$ cat src/rtl/cck_pkg.sv
package cck_pkg;
  localparam int WORD_W = 8;
  localparam int CHIPS_PER_SYM = 8;
  localparam int CIDX_W = $clog2(CHIPS_PER_SYM);
  localparam logic [1:0] RATE_5M5 = 2'b10;
  localparam logic [1:0] RATE_11M = 2'b11;

  typedef logic [1:0] quad_t;

  typedef struct packed {
    logic accept;
    logic loadRef;
    logic oddSym;
    logic show;
  } ctrl_strobes_t;
endpackage

$ cat src/rtl/cck_ctrl.sv
module cck_ctrl
  import cck_pkg::*;
(
  input  logic              clk,
  input  logic              rstN,
  input  logic              inValid,
  input  logic [1:0]        rateSel,
  input  logic              chipEn,
  input  logic              phaseLoad,
  output logic              inReady,
  output logic              chipValid,
  output logic [CIDX_W-1:0] chipIdx,
  output ctrl_strobes_t     stb
);
  localparam logic [CIDX_W-1:0] LAST_IDX = CIDX_W'(CHIPS_PER_SYM - 1);

  logic busy;
  logic oddFlag;
  logic [CIDX_W-1:0] idx;
  logic rateOk;
  logic lastStep;
  logic accept;

  assign rateOk   = (rateSel == RATE_5M5) || (rateSel == RATE_11M);
  assign lastStep = busy && chipEn && (idx == LAST_IDX);
  assign inReady  = rateOk && !phaseLoad && (!busy || lastStep);
  assign accept   = inValid && inReady;

  always_ff @(posedge clk or negedge rstN) begin
    if (!rstN) begin
      busy <= 1'b0;
      idx  <= '0;
    end else if (accept) begin
      busy <= 1'b1;
      idx  <= '0;
    end else if (busy && chipEn) begin
      if (idx == LAST_IDX) busy <= 1'b0;
      else idx <= idx + 1'b1;
    end
  end

  always_ff @(posedge clk or negedge rstN) begin
    if (!rstN) oddFlag <= 1'b0;
    else if (phaseLoad && !busy) oddFlag <= 1'b0;
    else if (accept) oddFlag <= ~oddFlag;
  end

  assign chipValid   = busy;
  assign chipIdx     = idx;
  assign stb.accept  = accept;
  assign stb.loadRef = phaseLoad && !busy;
  assign stb.oddSym  = oddFlag;
  assign stb.show    = busy;
endmodule

$ cat src/rtl/cck_dpath.sv
module cck_dpath
  import cck_pkg::*;
(
  input  logic               clk,
  input  logic               rstN,
  input  ctrl_strobes_t      stb,
  input  logic [WORD_W-1:0]  inWord,
  input  logic [1:0]         rateSel,
  input  quad_t              phaseLoadVal,
  input  logic [CIDX_W-1:0]  chipIdx,
  output logic signed [1:0]  chipI,
  output logic signed [1:0]  chipQ
);
  quad_t refPh, p1, p2, p3, p4;
  quad_t deltaPh, p1New, p2New, p3New, p4New;
  quad_t chipPh;

  // differential pair: bit 0 first, bit 1 second
  always_comb begin
    unique case ({inWord[0], inWord[1]})
      2'b00:   deltaPh = 2'd0;
      2'b01:   deltaPh = 2'd1;
      2'b11:   deltaPh = 2'd2;
      default: deltaPh = 2'd3;
    endcase
    p1New = refPh + deltaPh + (stb.oddSym ? 2'd2 : 2'd0);
    if (rateSel == RATE_11M) begin
      p2New = {inWord[2], inWord[3]};
      p3New = {inWord[4], inWord[5]};
      p4New = {inWord[6], inWord[7]};
    end else begin
      p2New = {inWord[2], 1'b1};
      p3New = 2'd0;
      p4New = {inWord[3], 1'b0};
    end
  end

  always_ff @(posedge clk or negedge rstN) begin
    if (!rstN) begin
      refPh <= 2'd0;
      p1 <= 2'd0; p2 <= 2'd0; p3 <= 2'd0; p4 <= 2'd0;
    end else if (stb.accept) begin
      refPh <= p1New;
      p1 <= p1New; p2 <= p2New; p3 <= p3New; p4 <= p4New;
    end else if (stb.loadRef) begin
      refPh <= phaseLoadVal;
    end
  end

  // chip k drops phi2/phi3/phi4 when index bit 0/1/2 is set; chips 3 and 6 are negated
  always_comb begin
    chipPh = p1
           + (chipIdx[0] ? 2'd0 : p2)
           + (chipIdx[1] ? 2'd0 : p3)
           + (chipIdx[2] ? 2'd0 : p4)
           + ((chipIdx == 3'd3 || chipIdx == 3'd6) ? 2'd2 : 2'd0);
    chipI = 2'sd0;
    chipQ = 2'sd0;
    if (stb.show) begin
      unique case (chipPh)
        2'd0:    chipI = 2'sd1;
        2'd1:    chipQ = 2'sd1;
        2'd2:    chipI = -2'sd1;
        default: chipQ = -2'sd1;
      endcase
    end
  end
endmodule

$ cat src/rtl/cck_encoder.sv
module cck_encoder
  import cck_pkg::*;
(
  input  logic              clk,
  input  logic              rstN,
  input  logic [7:0]        inWord,
  input  logic              inValid,
  output logic              inReady,
  input  logic [1:0]        rateSel,
  input  logic              phaseLoad,
  input  logic [1:0]        phaseLoadVal,
  input  logic              chipEn,
  output logic              chipValid,
  output logic signed [1:0] chipI,
  output logic signed [1:0] chipQ
);
  ctrl_strobes_t stb;
  logic [CIDX_W-1:0] chipIdx;

  cck_ctrl u_ctrl (
    .clk(clk), .rstN(rstN), .inValid(inValid), .rateSel(rateSel),
    .chipEn(chipEn), .phaseLoad(phaseLoad), .inReady(inReady),
    .chipValid(chipValid), .chipIdx(chipIdx), .stb(stb)
  );

  cck_dpath u_dpath (
    .clk(clk), .rstN(rstN), .stb(stb), .inWord(inWord), .rateSel(rateSel),
    .phaseLoadVal(phaseLoadVal), .chipIdx(chipIdx),
    .chipI(chipI), .chipQ(chipQ)
  );
endmodule

$ cat config.mk
export PLATFORM = sky130hd
export DESIGN_NAME = cck_encoder
export DESIGN_NICKNAME = d
export VERILOG_FILES = /design/src/rtl/cck_pkg.sv /design/src/rtl/cck_ctrl.sv /design/src/rtl/cck_dpath.sv /design/src/rtl/cck_encoder.sv
export SDC_FILE = /design/constraint.sdc
export NUM_CORES = 1
export LEC_CHECK = 0
export BUFFER_PORTS_ARGS = -buffer_cell sky130_fd_sc_hd__buf_2
export CORE_UTILIZATION = 52
export DETAILED_ROUTE_END_ITERATION = 6
export GPL_ROUTABILITY_DRIVEN = 0
export PLACE_DENSITY = 0.74
export SLEW_MARGIN = 5
export SYNTH_ARGS = -nofsm -noshare
export SYNTH_HDL_FRONTEND = slang
export SYNTH_SLANG_ARGS = --single-unit
$ cat constraint.sdc
create_clock -name clk -period 3.4 [get_ports clk]
set_input_delay 0.17 -clock clk [delete_from_list [all_inputs] [get_ports clk]]
set_output_delay 0.17 -clock clk [all_outputs]
set_load 0.02 [all_outputs]
==> reports/qor.yml, run 1 <==
logic_synthesis:
  ys_types: 32
  ys_seq_elements: 15
  yosysWarnings: 0
  yosys.area.top_type_share_pct: 36.5
  synth_area_per_cell_um2: 10.4
  synth-edff-count: 0
  synth_area_leaders: "dfrtp_1 36%, ha_1 8.5%, mux2i_1 4.9%"
  yosys-top-cells-count: "15 x dfrtp_1, 7 x ha_1, 6 x inv_1, 6 x nand2_1"
  synthesis.nets: 125
  ys_seq_area_share_pct: 36.5
  yosys.area.top_type: "dfrtp_1"
  synth_ff_type: "dfrtp_1"
  synth.most_common_cell: "dfrtp_1"
  syn_area_um2: 1030
  synth-async-reset-ratio_pct: 100
  synthCells: 99
finish:
  fillCellCount: 154
  seq_area_um2: 375
  nNetsFinal: 150
  syn2layout_area_growth_pct: 16.0
  diodes: 0
  multi_input_area_um2: 618
  drive_gt1_share_pct: 25.2
  final_util_pct: 67.0
floorplanning:
  fp.dieH_um: 46.5
  start_util_pct: 57.8
  die_x_um: 46.5
  num_rows: 15
  die_area_um2: 2160
  core_um2: 1780
  io_pins: 23
timing:
  worst_slack_ps: 321
  period_needed_ps: 3080
  hold_violations: 0
  grt_setup_unrepaired: "false"
  slew_violations: 0
  slew_headroom_pct: 64.9
  finalSetupViolCount: 0
  worst_pin_slew_ps: 524
  fin_crit_sh_pct: 90.6
  whs_ps: 101
  setup_tns_ps: 0
  fmax_ghz: 0.325
  fin_worst_skew_ps: 3.23
status:
  status: "finished clean"
global_routing:
  antenna_found_initial: 0
  grt_pass1_wl_mm: 3.02
  grt.overflow.total: 0
  track_usage_pct: 20.4
  grt_pass1_vias: 682
  grt_max_degree: 16
power_and_ir_drop:
  vdd_drop_max_uv: 849
  power.internal_mw: 0.719
  p_per_area_nw_per_um2: 1140
  p_sw_mw: 0.638
  totalPowerFinal_mw: 1.36
  seqPwrFrac_pct: 24.6
  p_sw_share_pct: 47.0
  comb_power_share_pct: 67.6
  leakagePower_nw: 0.566
  power.share.clock_pct: 7.8
drt:
  viasPerCell: 5.21
  wl_per_cell_um: 12.8
  antenna_left: 0
  dr.pass1.iters: 4
  drt-initial-drc-count: 4
  via_count: 771
  drt-total-wl_mm: 1.90
  drc_errors: 0
critical_path:
  crit_family: "adder cells"
  max_stage_delay_ps: 500
  slowest_stage: "fa_1"
  cp_num_buf_inv: 2
  start_kind: "register"
  cp.arrival_ps: 2910
  cp.required_ps: 3230
  path_class: "reg -> out"
  critPathCaptureType: "primary output"
  crit_chain: "nand2b_1 -> fa_1 -> fa_1 -> inv_1 -> ha_1 -> xnor2_1 -> xnor3_1 -> mux2i_1 -> buf_2"
  path_max_fanout: 9
  crit_top_cell: "fa_1"
cts:
  h-tree-depth: 1
  cts.sinks: 15
  clkLatencyLatePin_ps: 280
  cts_buffer_depth: 2
  clk_pin_slew_ps: 100
  cts_tree: "built"
  cts_buffers: 3
  cts-root-buf: "clkbuf_4"
placed_design:
  dp_hpwl_mm: 1.49
  portBuffers: 22
  preCtsSetupSlack_ps: 628
job:
  max_cap_violations: 0
hold_path:
  hold_class: "in -> reg"
-- cells by family after synthesis --
group	after synthesis	synth area share (%)
multiplexers	8	8.14
AO/OA/AOI/OAI	22	14.0
buffers and inverters	9	3.52
XOR/XNOR	8	10.2
adder cells (fa/ha/maj)	9	12.4
AND/OR/NAND/NOR	28	15.3
flip-flops	15	36.5
-- through the flow --
step / std cells / area [um2]
floorplan: 99 / 1030
global placement: 143 / 1160
detailed placement: 143 / 1160
CTS: 148 / 1190
global route: 148 / 1190
finish: 148 / 1190
-- sequential cells by signal (all words and copies together), names as in the netlist --
| register | flops |
|---|---|
| u_ctrl.chipIdx | 3 |
| u_ctrl.chipValid | 1 |
| u_ctrl.oddFlag | 1 |
| u_dpath.p1 | 2 |
| u_dpath.p2 | 2 |
| u_dpath.p3 | 2 |
| u_dpath.p4 | 2 |
| u_dpath.refPh | 2 |
-- layout make-up --
cell class                 count  share of cell area, %
clock buffer                   3                   1.88
clock inverter                 1                  0.419
inverter                       6                   1.88
multi-input combinational     75                   51.7
sequential                    15                   31.4
tap                           25                   2.62
timing repair buffer          23                   10.1
-- path summary, 6_finish.rpt --
path | to | slack, ps | depth (start not counted) | from
worst max-delay path | chipQ[1] | 320 | 9 | u_ctrl.chipIdx[2]
worst min-delay path | u_dpath.p2[1] | 100 | 2 | inWord[2]
worst max register to register | u_dpath.p2[1] | 1420 | 5 | u_ctrl.chipIdx[0]
worst min register to register | u_dpath.p2[1] | 530 | 1 | u_dpath.p2[1]
max in group asynchronous | u_ctrl.chipIdx[2] | 2830 | 2 | rstN
min in group asynchronous | u_dpath.refPh[0] | 320 | 2 | rstN
-- layout by cell type, fill, tap and decap left out, types with 2 or more instances in the layout --
| cell | n |
|---|---|
| fa_1 | 2 |
| xnor2_1 | 4 |
| o31ai_1 | 4 |
| a21oi_1 | 4 |
| mux2i_1 | 5 |
| o21ai_0 | 5 |
| nor2b_1 | 2 |
| ha_1 | 7 |
| inv_1 | 6 |
| nor2_1 | 4 |
| o21ai_1 | 2 |
| mux2_1 | 2 |
| dfrtp_1 | 15 |
| and3b_1 | 2 |
| buf_2 | 22 |
| o211ai_1 | 4 |
| xnor3_1 | 2 |
| clkbuf_4 | 3 |
| nand2b_1 | 5 |
| nand3_1 | 4 |
| nand2_1 | 6 |
-- layer usage --
layer	share of wire, %	track usage (%)
met5	0	0
met4	1.1	7.06
met3	2.5	2.35
met2	51	32.8
met1	46	28.0
-- power groups by stage --
stage / clock [mW] / combinational [mW] / sequential, mW
floorplan: 0 / 0.721 / 0.321
global placement: 0 / 0.904 / 0.331
detailed placement: 0 / 0.925 / 0.337
CTS: 0.109 / 0.928 / 0.333
global route: 0.116 / 1.02 / 0.345
finish: 0.106 / 0.918 / 0.334
-- worst register-to-register path, cell delays in order (launching register included) --
cell      delay [ps]
dfrtp_1          420
ha_1             260
ha_1             240
a21boi_2         460
nor2_4           160
mux2_1           340
-- what timing repair did --
item                      CTS  global route
setup buffers               0             0
hold buffers                1             0
resized for setup           0             0
hold endpoints to repair   15             0
Note: power is estimated with default switching activity, not from simulation.
==> inputs of run 2 (changes only) <==
Settings changed: CORE_ASPECT_RATIO set to 1.5.
==> run 2 against run 1 <==
Compared with the run above: total power rose by 1.8%; sequential share of layout area up 0.13 points; sequential power about the same; first-iteration DRC count grew to 5.8 times the previous value; non-clock buffer count unchanged; via count up 4.2%; clock skew increased by 7.4 ps; die area rose by 0.17%; fmax decreased by 2.3%; register-to-register slack lost 30 ps; clock power down 5%; utilization decreased by 2.8 points; highest routed layer unchanged.
==> reports/qor.yml, run 2 (synthesis results as in run 1) <==
status:
  status: "finished clean"
timing:
  fmax_ghz: 0.317
  fin_worst_skew_ps: 10.6
  finalSetupViolCount: 0
  fin_crit_sh_pct: 92.7
  slew_violations: 0
  grt_setup_unrepaired: "false"
  slew_headroom_pct: 61.4
  hold_violations: 0
  worst_pin_slew_ps: 575
  period_needed_ps: 3150
  setup_tns_ps: 0
floorplanning:
  num_rows: 19
  io_pins: 23
  die_area_um2: 2170
  start_util_pct: 55.5
  fp.dieH_um: 56.5
  core_um2: 1850
  die_x_um: 38.3
job:
  max_cap_violations: 0
global_routing:
  grt_pass1_wl_mm: 3.31
  track_usage_pct: 21.9
  grt.overflow.total: 0
  antenna_found_initial: 0
  grt_max_degree: 16
  grt_pass1_vias: 798
drt:
  drt-total-wl_mm: 2.00
  antenna_left: 0
  drc_errors: 0
  dr.pass1.iters: 4
  via_count: 803
  viasPerCell: 5.58
  wl_per_cell_um: 13.9
  drt-initial-drc-count: 23
finish:
  largest_register_ffs: 3
  nNetsFinal: 150
  drive_gt1_share_pct: 25.2
  seq_area_um2: 375
  multi_input_area_um2: 618
  finalNonFillerCells: 144
  final_util_pct: 64.2
  diodes: 0
  final_cell_mix: "22 x buf_2, 15 x dfrtp_1, 7 x ha_1"
  fillCellCount: 170
  layout_commonest_cell: "buf_2"
  syn2layout_area_growth_pct: 15.6
power_and_ir_drop:
  p_per_area_nw_per_um2: 1160
  vdd_drop_max_uv: 585
  leakagePower_nw: 0.566
cts:
  cts_buffers: 3
  cts-root-buf: "clkbuf_4"
  cts_tree: "built"
  h-tree-depth: 1
  clk_pin_slew_ps: 100
  cts.sinks: 15
  cts_post_setup_buffers_inserted: 0
  clkLatencyLatePin_ps: 290
  cts_buffer_depth: 2
critical_path:
  rrSetupSlack_ps: 1390
  r2r-start: "u_ctrl.chipIdx[1]"
  path_max_fanout: 9
  path_class: "reg -> out"
  start_kind: "register"
  reg2reg_depth: 5
  timing.rr.end: "u_dpath.p2[1]"
  critPathCaptureType: "primary output"
  cp.required_ps: 3230
  cp.arrival_ps: 2980
placed_design:
  portBuffers: 22
  dp_hpwl_mm: 1.63
  dp_cells: 139
hold_path:
  min_to: "u_dpath.p2[1]"
  hold_class: "in -> reg"
  min_path_cells: 2
  hold_path.startpoint: "inWord[2]"
-- run 2: cell counts in the layout (fill, tap and decap cells not counted) --
Identical to the previous run, type by type.
-- run 2: per-layer routing --
metal	global-route usage [%]	wire length [um]	share of wire (%)	vias up
li1	-	-	-	396
met4	10.8	48	2.4	0
met5	0	0	0	-
met2	40.9	1130	57	19
met3	2.77	50	2.5	4
met1	21.7	768	38	384
-- run 2: report_power, final --
| group | switching, mW | leakage (nW) | internal [mW] |
|---|---|---|---|
| Sequential | 0.0717 | 0.182 | 0.260 |
| Combinational | 0.526 | 0.366 | 0.422 |
| Clock | 0.0577 | 0.0177 | 0.0437 |
| Total | 0.656 | 0.566 | 0.726 |
-- run 2: worst max path at each step --
stage / slack (ps) / cells after the start / start / endpoint
finish: 250 / 9 / u_ctrl.chipIdx[2] / chipI[1]
floorplan: 400 / 8 / u_ctrl.chipIdx[2] / chipI[1]
global placement: 660 / 9 / u_ctrl.chipIdx[2] / chipI[1]
global route: 100 / 9 / u_ctrl.chipIdx[2] / chipI[1]
CTS: 210 / 9 / u_ctrl.chipIdx[2] / chipI[1]
detailed placement: 520 / 9 / u_ctrl.chipIdx[2] / chipI[1]
-- run 2: final cells by class --
class,count,share of cell area [%]
well taps,21,2.21
repair buffers,23,10.1
flip-flops and latches,15,31.5
multi-input cells,75,51.9
clock buffers,3,1.89
inverters,6,1.89
clock inverters,1,0.421
-- run 2: what timing repair did --
action | CTS | global route
hold buffers | 1 | 0
resized for setup | 0 | 0
endpoints found under the hold margin | 15 | 0
-- run 2: metrics by stage --
stage	hold slack (ps)	total power, mW	cell area [um2]	setup WS, ps
after floorplan	-126	1.04	1030	405
after global placement	91.1	1.24	1150	657
after detailed placement	93.9	1.29	1150	524
after CTS	105	1.40	1190	214
after global routing	97.1	1.50	1190	95.6
final	102	1.38	1190	248
-- run 2: critical path: stages, from the launching register on --
cell and delay, ps:
dfrtp_1 460, nand2b_1 200, fa_1 500, fa_1 490, inv_1 50, ha_1 190
xnor2_1 160, xnor3_1 280, mux2i_1 180, buf_2 190
==> inputs of run 3 (changes only) <==
Settings changed: CORE_MARGIN set to 2.
==> run 3 against run 2 <==
Compared with the run above: critical path depth unchanged; first-iteration DRC count decreased by 61%; global-route usage is 1.4 points lower; worst hold slack better by 15 ps; utilization fell by 0.067 points; non-clock buffer count did not move; register-to-register slack hardly changed; critical endpoint is now chipQ[1].
==> reports/qor.yml, run 3 (synthesis results as in run 1) <==
timing:
  grt_setup_unrepaired: "false"
  slew_headroom_pct: 63.6
  fin_crit_sh_pct: 92.1
  hold_violations: 0
  fin_worst_skew_ps: 4.25
  worst_pin_slew_ps: 543
  setup_tns_ps: 0
  fmax_ghz: 0.319
  slew_violations: 0
  finalSetupViolCount: 0
  period_needed_ps: 3130
placed_design:
  dp_cells: 139
  dp_hpwl_mm: 1.61
  portBuffers: 22
  dpl_cell_area_um2: 1150
drt:
  via_count: 817
  antenna_left: 0
  dr.pass1.iters: 4
  drc_errors: 0
  drt-initial-drc-count: 9
  drt-total-wl_mm: 1.97
  viasPerCell: 5.67
  wl_per_cell_um: 13.7
floorplanning:
  io_pins: 23
  core_um2: 1850
  num_rows: 19
  fp.dieH_um: 58.5
  die_x_um: 40.3
  start_util_pct: 55.5
  die_area_um2: 2360
cts:
  cts_buffers: 3
  cts_resized: 0
  cts_buffer_depth: 2
  h-tree-depth: 1
  cts_post_setup_buffers_inserted: 0
  clkLatencyLatePin_ps: 280
  clk_pin_slew_ps: 90
  cts_tree: "built"
  cts.sinks: 15
  cts-root-buf: "clkbuf_4"
global_routing:
  grt_pass1_wl_mm: 3.37
  grt_max_degree: 16
  grt_pass1_vias: 825
  grt.overflow.total: 0
  track_usage_pct: 20.5
  antenna_found_initial: 0
finish:
  fillCellCount: 165
  final_util_pct: 64.1
  seq_area_um2: 375
  diodes: 0
  nNetsFinal: 150
  multi_input_area_um2: 618
  largest_register_ffs: 3
  final_cell_mix: "22 x buf_2, 15 x dfrtp_1, 7 x ha_1"
  drive_gt1_share_pct: 24.4
  layout_commonest_cell: "buf_2"
  finalNonFillerCells: 144
  finalInstanceArea_um2: 1190
  syn2layout_area_growth_pct: 15.4
job:
  max_cap_violations: 0
power_and_ir_drop:
  totalPowerFinal_mw: 1.38
  p_per_area_nw_per_um2: 1160
  vdd_drop_max_uv: 630
  leakagePower_nw: 0.563
critical_path:
  cp.required_ps: 3230
  r2r-start: "u_ctrl.chipIdx[1]"
  worstSetupStartpoint: "u_ctrl.chipIdx[2]"
  critPathCaptureType: "primary output"
  path_max_fanout: 9
  path_class: "reg -> out"
  cp.arrival_ps: 2960
  start_kind: "register"
status:
  status: "finished clean"
hold_path:
  hold_path.startpoint: "inWord[2]"
  hold_class: "in -> reg"
run 3: cell count changes in the layout (fill, tap and decap cells not counted):
cell      previous run  this run
clkinv_2             1         0
clkbuf_1             0         1
run 3: routing by layer:
metal / GRT usage (%) / share of wire (%) / vias up
li1: - / - / 398
met1: 24.3 / 40 / 392
met2: 36.1 / 55 / 22
met3: 2.26 / 3.1 / 5
met4: 7.14 / 1.7 / 0
met5: 0 / 0 / -
run 3: repair_timing:
item	4_1_cts	5_1_grt
hold buffers	1	0
hold endpoints to repair	15	0
endpoints found under the setup margin	0	0
run 3: final cells by class:
class / count / share of cell area, %
inverter: 6 / 1.89
sequential: 15 / 31.6
multi-input combinational: 75 / 52.0
timing repair buffer: 23 / 10.1
tap: 21 / 2.21
clock buffer: 4 / 2.21
run 3: path summary, 6_finish.rpt:
kind,slack (ps),endpoint,depth (start not counted)
min in group asynchronous,320,u_dpath.p4[1],2
setup / recovery,270,chipQ[1],9
hold reg to reg,500,u_dpath.p2[1],1
max in group asynchronous,2830,u_dpath.p3[1],2
hold / removal,120,u_dpath.p2[1],2
setup reg to reg,1390,u_dpath.p2[1],5
run 3: critical path, cell delays in order, from the launching register on:
cell and delay, ps:
dfrtp_1 470, nand2b_1 200, fa_1 500, fa_1 500, inv_1 50, ha_1 180
xnor2_1 160, xnor3_1 280, mux2i_1 160, buf_2 180
run 3: power by group:
group | internal, mW | switching, mW
logic | 0.424 | 0.526
registers | 0.260 | 0.0713
clock network | 0.0455 | 0.0548
total | 0.729 | 0.652
run 3: per-stage QoR:
| stage | hold WS [ps] | setup WS [ps] |
|---|---|---|
| 3_5_place_dp | 90.0 | 558 |
| 2_1_floorplan | -126 | 405 |
| 6_report | 117 | 268 |
| 4_1_cts | 123 | 248 |
| 5_1_grt | 100 | 117 |
| 3_3_place_gp | 91.4 | 659 |
